**src/rtl/mon_tx_pkg.sv**
```systemverilog
package mon_tx_pkg;
   localparam int REG_W  = 16;   // control word width
   localparam int IE_IDX = 8;    // word index of enable register
   localparam int ST_IDX = 9;    // word index of status register
   localparam int MAX_PORTS = 8;

   typedef enum logic [1:0] {
      S_IDLE  = 2'd0,
      S_SHIFT = 2'd1,
      S_ACKW  = 2'd2
   } ser_state_t;
endpackage

```
**src/rtl/mon_tx_port_reg.sv**
```systemverilog
module mon_tx_port_reg #(
   parameter int BW = 8
) (
   input  logic          clk,
   input  logic          rst_n,
   input  logic          soft_clr,
   input  logic          wr_en,
   input  logic [BW+1:0] wdata,
   input  logic          fin_ack,
   input  logic          fin_eom,
   output logic [BW-1:0] data,
   output logic          ready,
   output logic          last
);
   localparam int RB = BW;
   localparam int LB = BW + 1;

   always_ff @(posedge clk or negedge rst_n) begin
      if (!rst_n) begin
         data  <= '0;
         ready <= 1'b0;
         last  <= 1'b0;
      end else if (soft_clr) begin
         data  <= '0;
         ready <= 1'b0;
         last  <= 1'b0;
      end else if (wr_en) begin
         data  <= wdata[BW-1:0];
         last  <= wdata[LB];
         ready <= wdata[RB] & ~(last & ~wdata[LB]);
      end else begin
         if (fin_eom) begin
            last  <= 1'b0;
            ready <= 1'b0;
         end
         if (fin_ack) ready <= 1'b0;
      end
   end

   p_ack_clears_ready_r4: assert property (@(posedge clk) disable iff (!rst_n || soft_clr)
      (fin_ack && !wr_en) |=> !ready);
   p_eom_clears_flags_r5: assert property (@(posedge clk) disable iff (!rst_n || soft_clr)
      (fin_eom && !wr_en) |=> (!ready && !last));
   p_last_drop_r6: assert property (@(posedge clk) disable iff (!rst_n || soft_clr)
      (wr_en && last && !wdata[LB]) |=> !ready);
endmodule

```
**src/rtl/mon_tx_port_ser.sv**
```systemverilog
module mon_tx_port_ser
   import mon_tx_pkg::*;
#(
   parameter int BW = 8
) (
   input  logic          clk,
   input  logic          rst_n,
   input  logic          soft_clr,
   input  logic          strobe,
   input  logic          ready,
   input  logic          last,
   input  logic [BW-1:0] data,
   input  logic          ack,
   output logic          tx_bit,
   output logic          fin_ack,
   output logic          fin_eom
);
   localparam int CW = $clog2(BW);
   localparam logic [CW-1:0] CNT_END = CW'(BW - 1);

   ser_state_t    state;
   logic [BW-1:0] shreg;
   logic [CW-1:0] cnt;
   logic          is_data, is_eom;

   always_ff @(posedge clk or negedge rst_n) begin
      if (!rst_n) begin
         state <= S_IDLE; shreg <= '1; cnt <= '0;
         is_data <= 1'b0; is_eom <= 1'b0;
      end else if (soft_clr) begin
         state <= S_IDLE; shreg <= '1; cnt <= '0;
         is_data <= 1'b0; is_eom <= 1'b0;
      end else begin
         case (state)
            S_IDLE: if (strobe) begin
               shreg   <= (ready && !last) ? data : '1;
               is_data <= ready & ~last;
               is_eom  <= ready & last;
               cnt     <= '0;
               state   <= S_SHIFT;
            end
            S_SHIFT: if (cnt == CNT_END) begin
               state <= S_ACKW;
            end else begin
               cnt   <= cnt + 1'b1;
               shreg <= {shreg[BW-2:0], 1'b1};
            end
            default: state <= S_IDLE;
         endcase
      end
   end

   assign tx_bit  = (state == S_SHIFT) ? shreg[BW-1] : 1'b1;
   assign fin_ack = (state == S_ACKW) && ack && (is_data || is_eom);
   assign fin_eom = (state == S_ACKW) && is_eom;

   p_eom_code_r5: assert property (@(posedge clk) disable iff (!rst_n || soft_clr)
      (state == S_IDLE && strobe && ready && last) |=> (shreg == '1));
   p_idle_fill_r8: assert property (@(posedge clk) disable iff (!rst_n || soft_clr)
      (state == S_IDLE && strobe && !ready) |=> (shreg == '1));
   p_shift_order_r3: assert property (@(posedge clk) disable iff (!rst_n || soft_clr)
      (state == S_SHIFT && cnt != CNT_END) |=> (tx_bit == $past(shreg[BW-2])));
endmodule

```
**src/rtl/mon_tx_ctrl.sv**
```systemverilog
module mon_tx_ctrl
   import mon_tx_pkg::*;
#(
   parameter int NPORTS  = 4,
   parameter int BW      = 8,
   parameter int AW      = 4,
   parameter bit IRQ_REG = 1'b0
) (
   input  logic              clk,
   input  logic              rst_n,
   input  logic              soft_clr,
   input  logic              bus_wr,
   input  logic [AW-1:0]     bus_addr,
   input  logic [REG_W-1:0]  bus_wdata,
   output logic [REG_W-1:0]  bus_rdata,
   input  logic [NPORTS-1:0] slot_strobe,
   input  logic [NPORTS-1:0] far_ack,
   output logic [NPORTS-1:0] tx_bit,
   output logic              irq
);
   localparam int FW = BW + 2;

   if (NPORTS < 1 || NPORTS > MAX_PORTS) begin : g_bad_ports
      $error("NPORTS must be 1..%0d", MAX_PORTS);
   end
   if (BW < 2 || FW > REG_W) begin : g_bad_bw
      $error("BW must leave room for two flags in the control word");
   end
   if (AW < 4) begin : g_bad_aw
      $error("AW too small for the register map");
   end

   logic [NPORTS-1:0] fin_ack, fin_eom, rdy, lst, ie, st;
   logic [BW-1:0]     dat [NPORTS];
   logic              st_wr, ie_wr;
   logic              wdata_unused;

   assign wdata_unused = ^bus_wdata[REG_W-1:FW];
   assign st_wr = bus_wr && (bus_addr == AW'(ST_IDX));
   assign ie_wr = bus_wr && (bus_addr == AW'(IE_IDX));

   for (genvar p = 0; p < NPORTS; p++) begin : g_port
      logic wr_ctl;
      assign wr_ctl = bus_wr && (bus_addr == AW'(p));

      mon_tx_port_reg #(.BW(BW)) u_reg (
         .clk, .rst_n, .soft_clr,
         .wr_en(wr_ctl), .wdata(bus_wdata[FW-1:0]),
         .fin_ack(fin_ack[p]), .fin_eom(fin_eom[p]),
         .data(dat[p]), .ready(rdy[p]), .last(lst[p]));

      mon_tx_port_ser #(.BW(BW)) u_ser (
         .clk, .rst_n, .soft_clr,
         .strobe(slot_strobe[p]), .ready(rdy[p]), .last(lst[p]),
         .data(dat[p]), .ack(far_ack[p]),
         .tx_bit(tx_bit[p]), .fin_ack(fin_ack[p]), .fin_eom(fin_eom[p]));
   end

   always_ff @(posedge clk or negedge rst_n) begin
      if (!rst_n) begin
         ie <= '0; st <= '0;
      end else if (soft_clr) begin
         ie <= '0; st <= '0;
      end else begin
         if (ie_wr) ie <= bus_wdata[NPORTS-1:0];
         for (int p = 0; p < NPORTS; p++) begin
            if (fin_ack[p])                  st[p] <= 1'b1;
            else if (st_wr && bus_wdata[p])  st[p] <= 1'b0;
         end
      end
   end

   if (IRQ_REG) begin : g_irq_flop
      always_ff @(posedge clk or negedge rst_n) begin
         if (!rst_n)        irq <= 1'b0;
         else if (soft_clr) irq <= 1'b0;
         else               irq <= |(st & ie);
      end
   end else begin : g_irq_comb
      assign irq = |(st & ie);
   end

   always_comb begin
      bus_rdata = '0;
      for (int p = 0; p < NPORTS; p++) begin
         if (bus_addr == AW'(p)) bus_rdata[FW-1:0] = {lst[p], rdy[p], dat[p]};
      end
      if (bus_addr == AW'(IE_IDX)) bus_rdata[NPORTS-1:0] = ie;
      if (bus_addr == AW'(ST_IDX)) bus_rdata[NPORTS-1:0] = st;
   end

   p_status_sticky_r9: assert property (@(posedge clk) disable iff (!rst_n || soft_clr)
      !st_wr |=> ((st & $past(st)) == $past(st)));
   p_rsvd_zero_r2: assert property (@(posedge clk) disable iff (!rst_n || soft_clr)
      (bus_addr < AW'(NPORTS)) |-> (bus_rdata[REG_W-1:FW] == '0));
endmodule

```
**config.mk**
```make
export PLATFORM = sky130hd
export DESIGN_NAME = mon_tx_ctrl
export DESIGN_NICKNAME = d
export VERILOG_FILES = /design/src/rtl/mon_tx_pkg.sv /design/src/rtl/mon_tx_port_reg.sv /design/src/rtl/mon_tx_port_ser.sv /design/src/rtl/mon_tx_ctrl.sv
export SDC_FILE = /design/constraint.sdc
export NUM_CORES = 1
export LEC_CHECK = 0
export ABC_AREA = 1
export CAP_MARGIN = 5
export CORE_ASPECT_RATIO = 0.8
export CORE_MARGIN = 3
export CORE_UTILIZATION = 60
export CTS_BUF_LIST = sky130_fd_sc_hd__clkbuf_4 sky130_fd_sc_hd__clkbuf_8
export CTS_CLUSTER_DIAMETER = 50
export CTS_CLUSTER_SIZE = 12
export DETAILED_ROUTE_END_ITERATION = 7
export GPL_ROUTABILITY_DRIVEN = 0
export PLACE_DENSITY = 0.84
export SLEW_MARGIN = 20
export SYNTH_ARGS = -nofsm -noshare
export SYNTH_HDL_FRONTEND = slang
export SYNTH_SLANG_ARGS = --single-unit
```
**constraint.sdc**
```tcl
create_clock -name clk -period 1.9 [get_ports clk]
set_input_delay 0.285 -clock clk [delete_from_list [all_inputs] [get_ports clk]]
set_output_delay 0.285 -clock clk [all_outputs]
set_load 0.05 [all_outputs]
```
## Yosys cells after proc, flatten, opt, wreduce, memory -nomap -nowiden

Index checks and enable logic that the tools add are counted.

- Eq/ne operators: 29
- Reductions and logical operators: 81
- Add/sub/neg operators: 4
- Bitwise logic cells: 26
- Muxes and demuxes: 129

Operators by type and width:

| operator | count |
|---|---|
| 2-to-1 mux 8 bit | 24 |
| one-hot mux 8 bit (2 select lines) | 4 |
| 2-to-1 mux 1 bit | 60 |
| 2-to-1 mux 10 bit | 4 |
| 2-to-1 mux 3 bit | 12 |
| nonzero test 3 bit | 12 |
| logical AND 1 bit | 26 |
| nonzero test 2 bit | 13 |
| 2-to-1 mux 2 bit | 12 |
| inequality test 3 bit, second input constant | 8 |
| one-hot mux 3 bit (2 select lines) | 4 |
| 2-to-1 mux 4 bit | 5 |
| AND 1 bit | 16 |
| one-hot mux 2 bit (2 select lines) | 4 |
| AND reduction 2 bit | 8 |
| nonzero test 4 bit | 4 |
| adder 3 x 1 -> 3 bit, second input constant | 4 |
| == test 3 bit, second input constant | 4 |
| inequality test 3 x 2 -> 1 bit, second input constant | 4 |
| AND reduction 3 bit | 4 |
| NOT 1 bit | 9 |
| == test 2 x 1 -> 1 bit, second input constant | 4 |
| == test 2 bit, second input constant | 4 |
| == test 4 x 2 -> 1 bit, second input constant | 2 |
| 8 further kinds | 18 |

- Bits of input ports: 32
- Output and inout bits: 21
- Flip-flop bits (word level): 108
- Word-level logic and storage cells: 306

## Logic depth before layout (Yosys ltp)

- Word-level depth: 7
- Gate-level depth with buffers: 8
- Gate-level depth less buffers: 7

## Cells and area by module

A second synthesis with hierarchy kept.

- Cell total of the unflattened synthesis: 858
- Area, all modules: 6145.9 um^2

By module, submodules not included:

| module | sequential area each (um^2) | area an instance (um^2) | times used | cells an instance |
|---|---|---|---|---|
| mon_tx_port_ser (g_port[1].u_ser ...) | 385.4 | 909.6 | 3 | 129 |
| mon_tx_port_reg | 250.2 | 405.4 | 4 | 47 |
| mon_tx_port_ser (g_port[0].u_ser) | 385.4 | 933.4 | 1 | 132 |
| mon_tx_ctrl | 200.2 | 862.1 | 1 | 151 |

## Worst setup path before layout

OpenSTA, ideal clock, no wires.

- Path type: input to output
- Start point: in bus_addr[3]
- End point: out bus_rdata[4]
- Path slack: 0.048 ns
- Required time: 1.615 ns
- Stages on the path: 4
- Arrival: 1.567 ns
- Path through: nor2_1 -> buf_2 -> nand2_4 -> o2111ai_1

- Cells in the longest elaborated chain, start to end: 5
- Elaborated cells on any way between the ends: 8

RTL lines:

| item | line | text |
|---|---|---|
| start: declaration | mon_tx_ctrl.sv:13 | `input logic [AW-1:0] bus_addr,` |
| logical NOT 4 bit | mon_tx_ctrl.sv:86 | `if (bus_addr == AW'(p)) bus_rdata[FW-1:0] = {lst[p], rdy[p], dat[p]};` |
| 2-to-1 mux 10 bit (3 in a row) | mon_tx_ctrl.sv:86 |  |
| 2-to-1 mux 10 bit (*) | mon_tx_ctrl.sv:86 |  |
| end: declaration | mon_tx_ctrl.sv:15 | `output logic [REG_W-1:0] bus_rdata,` |

Every way passes the cells marked *; elsewhere a longest branch is shown, timed or not.

## Final worst setup path

- Start point: in bus_addr[3]
- End point: out bus_rdata[5]

The elaborated chain is that of the path after synthesis.

==> flow_summary.toml <==
[run_status]
outcome = "finished, final reports clean"

[logic_synthesis]
synthDistinctLibCells = 32
synth_top_flop_cell = "dfrtp_1"
synth.top_cell.area_share_pct = 32.8
synth-seq-area-share_pct = 47.4
synth-edff-count = 0
yosysMostFrequentCell = "nand2_1"
syn_avg_cell_area_um2 = 7.69
ys_warn_count = 0
yosys-top-cells-area = "dfrtp_1 (33%), nand2_1 (18%), dfstp_2 (15%)"
synth.ff_latch_count = 108
synth_area_um2 = 5790
netlist_instances = 753
synth_top_cells_by_count = "nand2_1 (273), inv_1 (96), dfrtp_1 (76)"
yosys.area.top_type = "dfrtp_1"
synthArstFlopShare_pct = 100

[sta]
layout_min_cycle_time_ns = 1.84
finalSetupViolCount = 0
rsz0062_at_grt = "no"
slew_viol_final = 0
hold_slack_ns = 0.377
fin_crit_sh_pct = 96.8
final_hold_viol_count = 0
max_freq_mhz = 544
skew_ns = 0.00785
tightest_slew_ns = 0.594
slew_headroom_pct = 60.3

[drt]
routed_wl_um = 14500
wire_per_inst_um = 15.4
route.detailed.drc = 0
first_pass_iters = 6
via_per_inst = 5.59
detail_route.iter0.violations = 474
num_vias = 5247
ant_nets = 0

[clock_network]
postCtsSetupBuffers = 0
cts_tree = "yes"
clock_latency_ns = 0.38
cts.path.max_buffers = 2
clk_pin_slew_worst_paths_ns = 0.10
root_buffer = "clkbuf_8"
numCtsBuffers = 9
cts_sinks = 108
htree_levels = 3

[placed_design]
io_buffers = 40
hpwl_um = 10800
placed_cell_area_um2 = 6530

[critical_path]
cp_slowest_stage_delay_ns = 0.25
r2r_start = "g_port[2].u_ser.cnt[0]"
reg2reg_slack_ns = 0.39
reg2reg_to = "g_port[2].u_ser.shreg[5]"
crit_fanout = 7
crit_path_start = "bus_addr[3]"
crit_type = "input port to output port"
crit_chain = "dlygate4sd2_1 -> buf_4 -> inv_1 -> nand2_1 -> buf_4 -> nor2_8 -> nand2_2 -> o2111ai_1 -> buf_4 -> buf_12"
cpMostUsedCell = "buf_4"
required_ns = 1.62
reg2reg_depth = 7
crit_arrival_ns = 1.55
crit_end = "bus_rdata[5]"
crit_path_end_kind = "output port"
cp-start-kind = "input port"
crit_slowest_cell = "dlygate4sd2_1"

[pwr]
p_switching_mw = 1.34
power.internal_mw = 3.19
leakage_nw = 3.41
peakVddDrop_uv = 500
total_power_mw = 4.53
power_frac_seq_pct = 55.9
power_density_nw_per_um2 = 670
swShare_pct = 29.5
pwr-share-clk_pct = 29.0
pwr-share-comb_pct = 15.1

[final_layout]
utilization_pct = 73.3
multi_input_area_um2 = 2530
drive_above_1_share_pct = 19.8
fill_cells = 670
n_antenna_cell = 0
seq_area_um2 = 2740
area_growth_pct = 16.9
design_area_um2 = 6770
nets = 859

[floorplanning]
core_area_um2 = 9230
pin_count = 53
start_util_pct = 62.7
die_area_um2 = 10900
die_y_um = 93.9
die_w_um = 116
rows = 31

[global_routing]
grt_pass1_wl_um = 24000
track_usage_pct = 28.0
grt_max_degree = 53
grt_pass1_vias = 5063
grt_remaining_overflow = 0
antenna_found_initial = 0

[job]
maxCapViolations = 0

[min_path]
min_path_type = "input port to async pin"
[state kept, by name, indices dropped and copies added, names as in the netlist]
signal and count:
g_port.u_reg.data 32, g_port.u_ser.shreg 32, g_port.u_ser.cnt 12, g_port.u_ser.state 8, g_port.u_reg.last 4, g_port.u_reg.ready 4
g_port.u_ser.is_data 4, g_port.u_ser.is_eom 4, ie 4, st 4
[metal layers]
layer | part of all wire (%) | track usage (%) | vias to the layer above
met4 | 3.0 | 10.2 | 0
li1 | - | - | 2487
met3 | 8.2 | 5.67 | 40
met5 | 0 | 0 | -
met1 | 42 | 37.6 | 2460
met2 | 47 | 45.4 | 260
[through the flow]
step                std cells  setup slack, ns  TNS (ns)
floorplan                 758           0.0480         0
global placement          922           -0.184     -1.83
detailed placement        922           -0.215     -2.22
CTS                       939           0.0437         0
global route              939          0.00419         0
finish                    939           0.0617         0
[placed cells by master (no fill, tap or decap), types with 5 or more instances in the layout]
cell,instances
a21oi_1,5
buf_12,12
buf_4,39
clkbuf_8,10
clkdlybuf4s50_1,20
conb_1,6
dfrtp_1,76
dfstp_2,32
ha_1,8
inv_1,96
inv_2,8
nand2_1,268
nand2_2,14
nand3_1,74
nand4_1,13
nor2_1,32
nor2_2,7
nor2_4,8
o21ai_1,46
or2_2,5
[worst max-delay path, delay by kind of cell]
family | cells | cell delay (ns)
AND/OR/NAND/NOR | 3 | 0.30
AO/OA/AOI/OAI | 1 | 0.10
buffers and inverters | 6 | 0.85
[power by group through the flow]
stage          sequential [mW]  clock, mW  combinational (mW)
6_report                  2.53       1.31               0.686
5_1_grt                   2.54       1.41               0.763
4_1_cts                   2.53       1.32               0.680
3_5_place_dp              2.57          0               0.677
3_3_place_gp              2.56          0               0.648
2_1_floorplan             2.55          0               0.433
[how the worst min path moves through the flow]
stage / startpoint / end / slack, ns / cells after the start
6_report: rst_n / g_port[3].u_reg.data[7] / 0.38 / 2
5_1_grt: rst_n / g_port[0].u_ser.state[0] / 0.40 / 2
4_1_cts: rst_n / g_port[3].u_reg.data[7] / 0.37 / 2
3_5_place_dp: rst_n / g_port[0].u_ser.state[0] / 0.23 / 1
3_3_place_gp: rst_n / g_port[0].u_ser.state[0] / 0.23 / 1
2_1_floorplan: rst_n / g_port[0].u_reg.data[0] / -0.01 / 0
[layout make-up]
cell class                 instances  area share [%]
sequential                       108            40.5
clock buffer                      10            2.03
tap                              115            2.13
inverter                         105            5.86
multi-input combinational        519            37.4
clock inverter                     6           0.592
timing repair buffer              76            11.5
[logic make-up (layout without fill, tap and decap cells)]
logic type | after synthesis | after routing | synth area share (%)
fa+ha+maj | 8 | 8 | 1.73
other cells | 1 | 6 | 0.0648
buf+inv | 131 | 197 | 10.2
simple gates | 438 | 438 | 34.0
compound gates | 67 | 67 | 6.61
flops | 108 | 108 | 47.4
[repair_timing]
action                                 4_1_cts  5_1_grt
endpoints found under the hold margin       17        0
gates resized for setup                     13        7
pin swaps                                    2        2
hold buffers                                 1        0
setup endpoints to repair                   10        9
No activity file was read; power rests on OpenSTA's default activity.
